## src/rtl/canfd_txfmt_pkg.sv

```systemverilog
package canfd_txfmt_pkg;

    typedef enum logic {
        TS_NOMINAL = 1'b0,
        TS_DATA    = 1'b1
    } tsel_e;

    typedef struct packed {
        logic fdf;
        logic brs;
        logic esi;
    } txfmt_t;

    localparam txfmt_t FMT_CLASSIC = '{fdf: 1'b0, brs: 1'b0, esi: 1'b0};

    function automatic txfmt_t pick_format(
        input logic fd_en,
        input logic brs_en,
        input logic efdf,
        input logic ebrs,
        input logic epas
    );
        txfmt_t f;
        f.fdf = fd_en & efdf;
        f.brs = fd_en & brs_en & efdf & ebrs;
        f.esi = epas;
        return f;
    endfunction

endpackage

```

## src/rtl/canfd_cfg_guard.sv

```systemverilog
module canfd_cfg_guard #(
    parameter logic RST_FD_EN  = 1'b0,
    parameter logic RST_BRS_EN = 1'b0
) (
    input  logic clk,
    input  logic rst,
    input  logic init_i,
    input  logic cce_i,
    input  logic we_i,
    input  logic fd_en_wr_i,
    input  logic brs_en_wr_i,
    output logic fd_en_o,
    output logic brs_en_o
);
    logic unlocked;
    assign unlocked = init_i & cce_i;

    always_ff @(posedge clk) begin
        if (rst) begin
            fd_en_o  <= RST_FD_EN;
            brs_en_o <= RST_BRS_EN;
        end else if (we_i && unlocked) begin
            fd_en_o  <= fd_en_wr_i;
            brs_en_o <= brs_en_wr_i;
        end
    end

    // locked writes leave the enables untouched
    p_locked_hold_r2: assert property (@(posedge clk) disable iff (rst)
        !(init_i && cce_i) |=> ($stable(fd_en_o) && $stable(brs_en_o)));

    p_no_write_hold_r2: assert property (@(posedge clk) disable iff (rst)
        !we_i |=> ($stable(fd_en_o) && $stable(brs_en_o)));
endmodule

```

## src/rtl/canfd_fmt_latch.sv

```systemverilog
module canfd_fmt_latch
    import canfd_txfmt_pkg::*;
(
    input  logic   clk,
    input  logic   rst,
    input  logic   sof_i,
    input  logic   fd_en_i,
    input  logic   brs_en_i,
    input  logic   efdf_i,
    input  logic   ebrs_i,
    input  logic   epas_i,
    output txfmt_t fmt_o
);
    always_ff @(posedge clk) begin
        if (rst) begin
            fmt_o <= FMT_CLASSIC;
        end else if (sof_i) begin
            fmt_o <= pick_format(fd_en_i, brs_en_i, efdf_i, ebrs_i, epas_i);
        end
    end

    // format held between frame starts
    p_fmt_hold_r7: assert property (@(posedge clk) disable iff (rst)
        !sof_i |=> $stable(fmt_o));

    // ESI taken from the error state at frame start
    p_esi_sample_r8: assert property (@(posedge clk) disable iff (rst)
        sof_i |=> (fmt_o.esi == $past(epas_i)));

    // FD disabled gives a Classic frame
    p_fd_off_classic_r3: assert property (@(posedge clk) disable iff (rst)
        (sof_i && !fd_en_i) |=> (!fmt_o.fdf && !fmt_o.brs));

    // Classic element stays Classic
    p_classic_elem_r6: assert property (@(posedge clk) disable iff (rst)
        (sof_i && !efdf_i) |=> (!fmt_o.fdf && !fmt_o.brs));

    // no switching when BRS is disabled
    p_brs_off_r4: assert property (@(posedge clk) disable iff (rst)
        (sof_i && !brs_en_i) |=> !fmt_o.brs);
endmodule

```

## src/rtl/canfd_tsel_ctl.sv

```systemverilog
module canfd_tsel_ctl
    import canfd_txfmt_pkg::*;
(
    input  logic  clk,
    input  logic  rst,
    input  logic  sof_i,
    input  logic  brs_smp_i,
    input  logic  crc_dlm_i,
    input  logic  err_i,
    input  logic  frame_brs_i,
    output tsel_e tsel_o
);
    logic in_frame;

    always_ff @(posedge clk) begin
        if (rst) begin
            tsel_o   <= TS_NOMINAL;
            in_frame <= 1'b0;
        end else if (sof_i) begin
            tsel_o   <= TS_NOMINAL;
            in_frame <= 1'b1;
        end else if (crc_dlm_i || err_i) begin
            tsel_o   <= TS_NOMINAL;
            in_frame <= 1'b0;
        end else if (brs_smp_i && in_frame && frame_brs_i) begin
            tsel_o   <= TS_DATA;
        end
    end

    // every frame starts on the nominal set
    p_sof_nominal_r9: assert property (@(posedge clk) disable iff (rst)
        sof_i |=> (tsel_o == TS_NOMINAL));

    // back to nominal at delimiter or error
    p_end_nominal_r10: assert property (@(posedge clk) disable iff (rst)
        (crc_dlm_i || err_i) |=> (tsel_o == TS_NOMINAL));

    // data set only in a switching frame
    p_data_needs_brs_r11: assert property (@(posedge clk) disable iff (rst)
        (tsel_o == TS_DATA) |-> frame_brs_i);

    // data set entered only at the BRS sample point
    p_data_entry_r9: assert property (@(posedge clk) disable iff (rst)
        $rose(tsel_o) |-> $past(brs_smp_i));
endmodule

```

## src/rtl/canfd_txfmt_sel.sv

```systemverilog
module canfd_txfmt_sel
    import canfd_txfmt_pkg::*;
#(
    parameter logic RST_FD_EN  = 1'b0,
    parameter logic RST_BRS_EN = 1'b0
) (
    input  logic clk,
    input  logic rst,
    input  logic cfg_init,
    input  logic cfg_cce,
    input  logic cfg_we,
    input  logic cfg_fd_en_wr,
    input  logic cfg_brs_en_wr,
    output logic cfg_fd_en,
    output logic cfg_brs_en,
    input  logic elem_fdf,
    input  logic elem_brs,
    input  logic err_passive,
    input  logic sof_stb,
    input  logic brs_smp_stb,
    input  logic crc_dlm_stb,
    input  logic err_stb,
    output logic tx_fdf,
    output logic tx_brs,
    output logic tx_esi,
    output logic tsel_data
);
    txfmt_t fmt_q;
    tsel_e  tsel_q;

    canfd_cfg_guard #(
        .RST_FD_EN  (RST_FD_EN),
        .RST_BRS_EN (RST_BRS_EN)
    ) u_cfg (
        .clk         (clk),
        .rst         (rst),
        .init_i      (cfg_init),
        .cce_i       (cfg_cce),
        .we_i        (cfg_we),
        .fd_en_wr_i  (cfg_fd_en_wr),
        .brs_en_wr_i (cfg_brs_en_wr),
        .fd_en_o     (cfg_fd_en),
        .brs_en_o    (cfg_brs_en)
    );

    canfd_fmt_latch u_fmt (
        .clk      (clk),
        .rst      (rst),
        .sof_i    (sof_stb),
        .fd_en_i  (cfg_fd_en),
        .brs_en_i (cfg_brs_en),
        .efdf_i   (elem_fdf),
        .ebrs_i   (elem_brs),
        .epas_i   (err_passive),
        .fmt_o    (fmt_q)
    );

    canfd_tsel_ctl u_tsel (
        .clk         (clk),
        .rst         (rst),
        .sof_i       (sof_stb),
        .brs_smp_i   (brs_smp_stb),
        .crc_dlm_i   (crc_dlm_stb),
        .err_i       (err_stb),
        .frame_brs_i (fmt_q.brs),
        .tsel_o      (tsel_q)
    );

    assign tx_fdf    = fmt_q.fdf;
    assign tx_brs    = fmt_q.brs;
    assign tx_esi    = fmt_q.esi;
    assign tsel_data = (tsel_q == TS_DATA);

    // switching only inside an FD frame
    p_brs_in_fd_r5: assert property (@(posedge clk) disable iff (rst)
        tx_brs |-> tx_fdf);
endmodule

```

## config.mk

```make
export PLATFORM = sky130hd
export DESIGN_NAME = canfd_txfmt_sel
export DESIGN_NICKNAME = d
export VERILOG_FILES = /design/src/rtl/canfd_txfmt_pkg.sv /design/src/rtl/canfd_cfg_guard.sv /design/src/rtl/canfd_fmt_latch.sv /design/src/rtl/canfd_tsel_ctl.sv /design/src/rtl/canfd_txfmt_sel.sv
export SDC_FILE = /design/constraint.sdc
export NUM_CORES = 1
export LEC_CHECK = 0
export BUFFER_PORTS_ARGS = -buffer_cell sky130_fd_sc_hd__buf_2
export CORE_AREA = 3 3 40 42
export DETAILED_ROUTE_END_ITERATION = 12
export DIE_AREA = 0 0 43 45
export HOLD_SLACK_MARGIN = 0.1
export PLACE_DENSITY = 0.55
export REMOVE_ABC_BUFFERS = 1
export SKIP_CTS_REPAIR_TIMING = 1
export SYNTH_ARGS = -nofsm -noshare
export SYNTH_HDL_FRONTEND = slang
export SYNTH_SLANG_ARGS = --single-unit
```

## constraint.sdc

```tcl
create_clock -name clk -period 1.3 [get_ports clk]
set_input_delay 0.39 -clock clk [delete_from_list [all_inputs] [get_ports clk]]
set_output_delay 0.39 -clock clk [all_outputs]
set_load 0.02 [all_outputs]
```

==> metrics.md, run 1 <==
| Metric | Value |
|---|---|
| Status | completed |
| Yosys cell types | 16 |
| Worst Path Max Fanout | 4 |
| CTS root buf | clkbuf_4 |
| Met3 Usage GRT | 8.37% |
| HPWL reported at the end of detailed placement | 540 um |
| GRT met2 Usage | 13.2% |
| CTS tree | built |
| Clock transition at the registers of the reported paths | 50 ps |
| CORE AREA | 1280 um^2 |
| Crit path max-delay family | flip-flops |
| Ys async rst share | 0% |
| Largest area contributor in the netlist | dfxtp_1 |
| Max-cap violations | 0 |
| Placer Congestion | 0.647 |
| Largest cells by area after synthesis | dfxtp_1, nand2b_2, mux2i_1 |
| Clock sinks | 7 |
| Slowest Stage Delay on Critical Path | 370 ps |
| Setup violators final | 0 |
| # nets final | 69 |
| Vias in the first global route | 291 |
| Hold depth | 3 |
| Inst Count DP | 65 |
| List of most frequent post-synthesis cells | dfxtp_1, nand2b_2, mux2i_1 |
| Worst R2R Setup Slack | 430 ps |
| Tot Pwr | 0.481 mW |
| Die X | 43 um |
| CP arrival | 810 ps |
| Sum Neg Setup Slack | 0 ps |
| WP buf/inv | 1 |
| Syn avg cell area | 10.1 um^2 |
| Layout cells sized above 1 | 51.9% |
| Count leader, synth | dfxtp_1 |
| Routed WL per cell | 9.99 um |
| Unrepaired setup endpoints after global routing | false |
| Initial antenna violation count | 0 |
| Pwr Density | 1080 nW/um^2 |
| Row count | 13 |
| Critical Path Source Type | flop |
| Final wirelength | 689 um |
| PortBufs | 19 |
| Slew Limit Fails | 0 |
| EDFF count, synth | 0 |
| Leakage | 0.208 nW |
| Largest net degree at the start of global routing | 10 |
| Die Span Y | 45 um |
| Layer with the highest usage | met2 |
| Num CTS Buffers | 3 |
| Largest family of logic cells by synthesized area | simple AND/OR/NAND/NOR gates |
| Die area | 1940 um^2 |
| RR Startpoint | u_tsel.in_frame$_SDFFE_PP0P_ |
| Max frequency | 834 MHz |
| Final cell count without fillers | 69 |
| Clock latency on the worst-skew pair | 250 ps |
| Synth Area in Compound Gates | 8.26% |
| Hold Crit Start | err_passive |
| First-pass DRT Iterations | 4 |
| Xor/xnor share of the synthesized area | 0% |
| Setup Skew | 6.70 ps |
| Sequential share of the synthesized area | 46.3% |
| Hold Crit Class | in -> reg |
| Crit Path Class | reg -> out |
| Total Routing Usage GR | 8.69% |
| Initial Utilization | 23.6% |
| Final worst-path cycle share | 92.2% |
| Number of synthesized register bits | 7 |
| P&R area growth vs syn | 47.5% |
| Final min period | 1200 ps |
| Met1 Usage GRT | 8.03% |
| Synth Instances | 30 |
| Max IR drop VDD | 539 uV |
| WP data required | 910 ps |
| Reg2reg end | u_tsel.in_frame$_SDFFE_PP0P_ |
| Synth Warn # | 0 |
| Vias | 297 |
| H-tree Lvls | 1 |
| Antenna Nets Post-Route | 0 |
| Global route overflow | 0 |
| Detailed Route Iter0 Violations | 3 |
| Worst slew pin tran | 196 ps |
| CP Capture Type | output port |
| Io pins | 20 |
| Post-synth top area share | 46.3% |
| Adder-cell area share of the yosys netlist | 0% |
| CP cell instances | buf_2 |
| Slew headroom | 86.9% |
| Antenna cells | 0 |
| CTS Buffer Depth | 2 |
| Via density | 4.30 |
| First-pass GRT wire length | 1150 um |
| Final Hold Viols | 0 |
| Netlist Area Pre-Place | 303 um^2 |
| Reg2reg path depth | 2 |
| Post-synthesis simple-gate area fraction | 29.3% |
| Mux cell area share after synthesis | 9.92% |
| Ys flop type | dfxtp_1 |
| Crit path max-delay cell type | dfxtp_1 |
| WHS Endpoint | u_fmt.fmt_o[0]$_SDFFE_PP0P_ |
| DRC Markers | 0 |
[layout make-up]
cell class | count | area [um^2]
clock buffers | 4 | 26.3
inverters | 2 | 7.51
repair buffers | 21 | 110
multi-input cells | 20 | 144
fillers | 140 | 838
well taps | 15 | 18.8
flip-flops and latches | 7 | 140
[cell families (layout without fill, tap and decap cells)]
family,count (synthesis),after routing
AOI/OAI and AO/OA,4,4
muxes,3,3
DFF,7,7
and+or+nand+nor,13,13
buffers and inverters,3,27
[report_power, final]
| group | total [mW] | switching, mW | internal [mW] |
|---|---|---|---|
| clock network | 0.200 | 0.0828 | 0.117 |
| registers | 0.225 | 0.00364 | 0.221 |
| logic | 0.0566 | 0.0245 | 0.0321 |
[layer usage]
| layer | up-vias | share of wire, % |
|---|---|---|
| met5 | - | 0 |
| met4 | 0 | 0.58 |
| met2 | 15 | 44 |
| met3 | 2 | 15 |
| li1 | 152 | - |
| met1 | 128 | 40 |
[flip-flops by register name, indices dropped and copies added, names as in the netlist]
| signal | count |
|---|---|
| u_cfg.brs_en_o | 1 |
| u_tsel.in_frame | 1 |
| u_cfg.fd_en_o | 1 |
| u_fmt.fmt_o | 3 |
| u_tsel.tsel_o | 1 |
[stage by stage]
step / hold slack [ps] / utilization, % / cell area, um^2 / worst slack [ps]
2_1_floorplan: 459 / - / 292 / 267
3_3_place_gp: 465 / 32.7 / 420 / 160
3_5_place_dp: 461 / 32.7 / 420 / 152
4_1_cts: 377 / 34.8 / 447 / 81.3
5_1_grt: 385 / 34.8 / 447 / 47.6
6_report: 381 / 34.8 / 447 / 101
[worst max path at each step]
stage	to	slack (ps)	depth (start not counted)	start
after detailed placement	u_tsel.tsel_o$_SDFFE_PP0P_	150	3	sof_stb
after global routing	cfg_fd_en	50	1	u_cfg.fd_en_o$_SDFFE_PP0P_
final	cfg_fd_en	100	1	u_cfg.fd_en_o$_SDFFE_PP0P_
after global placement	u_tsel.tsel_o$_SDFFE_PP0P_	160	3	sof_stb
after floorplan	u_tsel.tsel_o$_SDFFE_PP0P_	270	2	sof_stb
after CTS	cfg_fd_en	80	1	u_cfg.fd_en_o$_SDFFE_PP0P_
[cell usage in the layout (no fill, tap or decap)]
cell type	count
buf_2	19
dfxtp_1	7
nand2b_2	4
mux2i_1	3
clkbuf_4	3
nor2_1	2
inv_1	2
a21oi_1	2
buf_4	2
and3_1	1
nand2_1	1
nand4b_1	1
o32ai_1	1
nand3_1	1
nand2b_1	1
or3b_1	1
a31oi_1	1
or4_1	1
clkbuf_1	1
No activity file was read; power rests on OpenSTA's default activity.
==> run 2: changes to the inputs <==
--- a/config.mk
+++ b/config.mk
@@ -10,9 +10,10 @@
 export DETAILED_ROUTE_END_ITERATION = 12
 export DIE_AREA = 0 0 43 45
 export HOLD_SLACK_MARGIN = 0.1
-export PLACE_DENSITY = 0.55
+export PLACE_DENSITY = 0.53
 export REMOVE_ABC_BUFFERS = 1
 export SKIP_CTS_REPAIR_TIMING = 1
 export SYNTH_ARGS = -nofsm -noshare
 export SYNTH_HDL_FRONTEND = slang
+export SYNTH_HIERARCHICAL = 1
 export SYNTH_SLANG_ARGS = --single-unit
==> run 2 against run 1 <==
Net effect: clock skew is 2.8 ps lower; sequential power hardly changed; die area stayed put; largest cell class is now sequential cells; hold slack better by 12 ps; register-to-register slack worse by 90 ps; first-iteration DRC count is 67% lower.
==> metrics.md, run 2 <==
| Metric | Value |
|---|---|
| List of most frequent post-synthesis cells | dfxtp_1, nand2b_1, mux2i_1 |
| Global route overflow | 0 |
| Slew Limit Fails | 0 |
| Detailed Route Iter0 Violations | 1 |
| Post-synth top area share | 48.9% |
| CTS root buf | clkbuf_4 |
| Most frequent cells in the layout | buf_2, dfxtp_1, nand2b_1, clkbuf_4, mux2i_1 |
| Final worst-path cycle share | 91.1% |
| Number of synthesized register bits | 7 |
| Crit path max-delay cell type | dfxtp_1 |
| P&R area growth vs syn | 48.9% |
| Num CTS Buffers | 3 |
| First-pass GRT wire length | 1000 um |
| Count leader, synth | dfxtp_1 |
| Hold Crit Class | in -> reg |
| Critical Path Source Type | flop |
| RR Startpoint | u_tsel/in_frame$_SDFFE_PP0P_ |
| Worst slew pin tran | 200 ps |
| Crit path max-delay family | flip-flops |
| Die X | 43 um |
| Hold depth | 3 |
| Antenna cells | 0 |
| Final wirelength | 581 um |
| CTS tree | built |
| Fin area | 427 um^2 |
| Yosys cell types | 14 |
| Io pins | 20 |
| Layout cells sized above 1 | 46.2% |
| Antenna Nets Post-Route | 0 |
| Most flops, register | u_fmt/fmt_o |
| CP arrival | 790 ps |
| Worst R2R Setup Slack | 340 ps |
| Setup Skew | 3.87 ps |
| Largest cells by area after synthesis | dfxtp_1, nand2b_1, mux2i_1 |
| Total Routing Usage GR | 7.28% |
| Worst path depth | 1 |
| Clock transition at the registers of the reported paths | 50 ps |
| Max IR drop VDD | 370 uV |
| CTS Buffer Depth | 2 |
| Final Hold Viols | 0 |
| Crit Path Class | reg -> out |
| Slowest Stage Delay on Critical Path | 370 ps |
| Reg2reg path depth | 2 |
| CORE AREA | 1280 um^2 |
| Max frequency | 844 MHz |
| Final min period | 1180 ps |
| Synth Instances | 29 |
| Netlist Area Pre-Place | 287 um^2 |
| CP cell instances | buf_2 |
| PortBufs | 19 |
| Slew headroom | 86.6% |
| Leakage | 0.196 nW |
| Die area | 1940 um^2 |
| Unrepaired setup endpoints after global routing | false |
| CP Capture Type | output port |
| Routed WL per cell | 8.67 um |
| Commonest non-fill, non-tap cell in the layout | buf_2 |
| Placer Congestion | 0.662 |
| Row count | 13 |
| Clock latency on the worst-skew pair | 240 ps |
| Worst Path Max Fanout | 4 |
| Ys flop type | dfxtp_1 |
| Syn avg cell area | 9.88 um^2 |
| Initial Utilization | 22.3% |
| Die Span Y | 45 um |
| Largest register FFs | 3 |
| DRC Markers | 0 |
| Clock sinks | 7 |
| Sequential share of the synthesized area | 48.9% |
| Initial antenna violation count | 0 |
| WP buf/inv | 1 |
| Sum Neg Setup Slack | 0 ps |
| Pwr Density | 1090 nW/um^2 |
| WP data required | 910 ps |
| Synth Warn # | 6 |
| Max-cap violations | 0 |
| Post-DP Area | 400 um^2 |
| EDFF count, synth | 0 |
| Largest area contributor in the netlist | dfxtp_1 |
| Crit path capture | cfg_fd_en |
| Status | completed |
| CP startpoint | u_cfg/fd_en_o$_SDFFE_PP0P_ |
| Ys async rst share | 0% |
| H-tree Lvls | 1 |
| Worst Hold Margin | 393 ps |
| Largest net degree at the start of global routing | 11 |
| First-pass DRT Iterations | 4 |
| Via density | 4.19 |
| Vias in the first global route | 260 |
| Reg2reg end | u_tsel/in_frame$_SDFFE_PP0P_ |
| Vias | 281 |
| Setup violators final | 0 |
| # nets final | 67 |
run 2: cell types whose count changed in the layout (fill, tap and decap cells not counted):
cell / previous run / this run
buf_4: 2 / 0
and3_4: 0 / 1
and3_1: 1 / 0
nand2b_1: 1 / 5
or3b_1: 1 / 0
nand2b_2: 4 / 0
or3b_2: 0 / 1
run 2: worst register-to-register path, cell delays in order, from the launching register on:
cell and delay (ps):
dfxtp_1 320, or3b_2 440, a21oi_1 140
run 2: logic make-up (layout without fill, tap and decap cells):
logic type	count (synthesis)	count (layout)	share of synthesized area (%)
AND/OR/NAND/NOR	13	13	29.3
flip-flops	7	7	48.9
AO/OA/AOI/OAI	4	4	8.74
multiplexers	3	3	10.5
buffers and inverters	2	25	2.62
run 2: metrics by stage:
| step | power [mW] | util, % | setup slack, ps | std cells |
|---|---|---|---|---|
| after floorplan | 0.250 | - | 267 | 29 |
| after global placement | 0.280 | 31.2 | 114 | 63 |
| after detailed placement | 0.280 | 31.2 | 89.0 | 63 |
| after CTS | 0.478 | 33.2 | 100 | 67 |
| after global routing | 0.491 | 33.2 | 59.3 | 67 |
| final | 0.465 | 33.2 | 116 | 67 |
run 2: cell type report:
class | instances | area (um^2)
repair buffers | 19 | 95.1
clock buffers | 4 | 26.3
multi-input cells | 20 | 139
well taps | 15 | 18.8
inverters | 2 | 7.51
flip-flops and latches | 7 | 140
fillers | 142 | 858
run 2: worst min-delay path by stage:
| stage | slack (ps) | from | endpoint |
|---|---|---|---|
| 2_1_floorplan | 460 | rst | u_fmt/fmt_o[2]$_SDFFE_PP0P_ |
| 3_3_place_gp | 470 | u_fmt/fmt_o[2]$_SDFFE_PP0P_ | u_fmt/fmt_o[2]$_SDFFE_PP0P_ |
| 3_5_place_dp | 460 | u_fmt/fmt_o[2]$_SDFFE_PP0P_ | u_fmt/fmt_o[2]$_SDFFE_PP0P_ |
| 4_1_cts | 380 | crc_dlm_stb | u_tsel/tsel_o$_SDFFE_PP0P_ |
| 5_1_grt | 410 | cfg_brs_en_wr | u_cfg/brs_en_o$_SDFFE_PP0P_ |
| 6_report | 390 | crc_dlm_stb | u_tsel/tsel_o$_SDFFE_PP0P_ |
run 2: per-layer routing:
layer	wire [um]	track usage (%)	vias to the layer above
li1	-	-	147
met1	274	9.54	119
met2	232	8.98	15
met3	74	2.39	0
met4	0	7.23	0
met5	0	0	-
run 2: report_power, final:
group	switching (mW)	leakage (nW)	internal [mW]
Combinational	0.0226	0.124	0.0277
Sequential	0.00347	0.0570	0.221
Clock	0.0734	0.0150	0.117
Total	0.0995	0.196	0.366
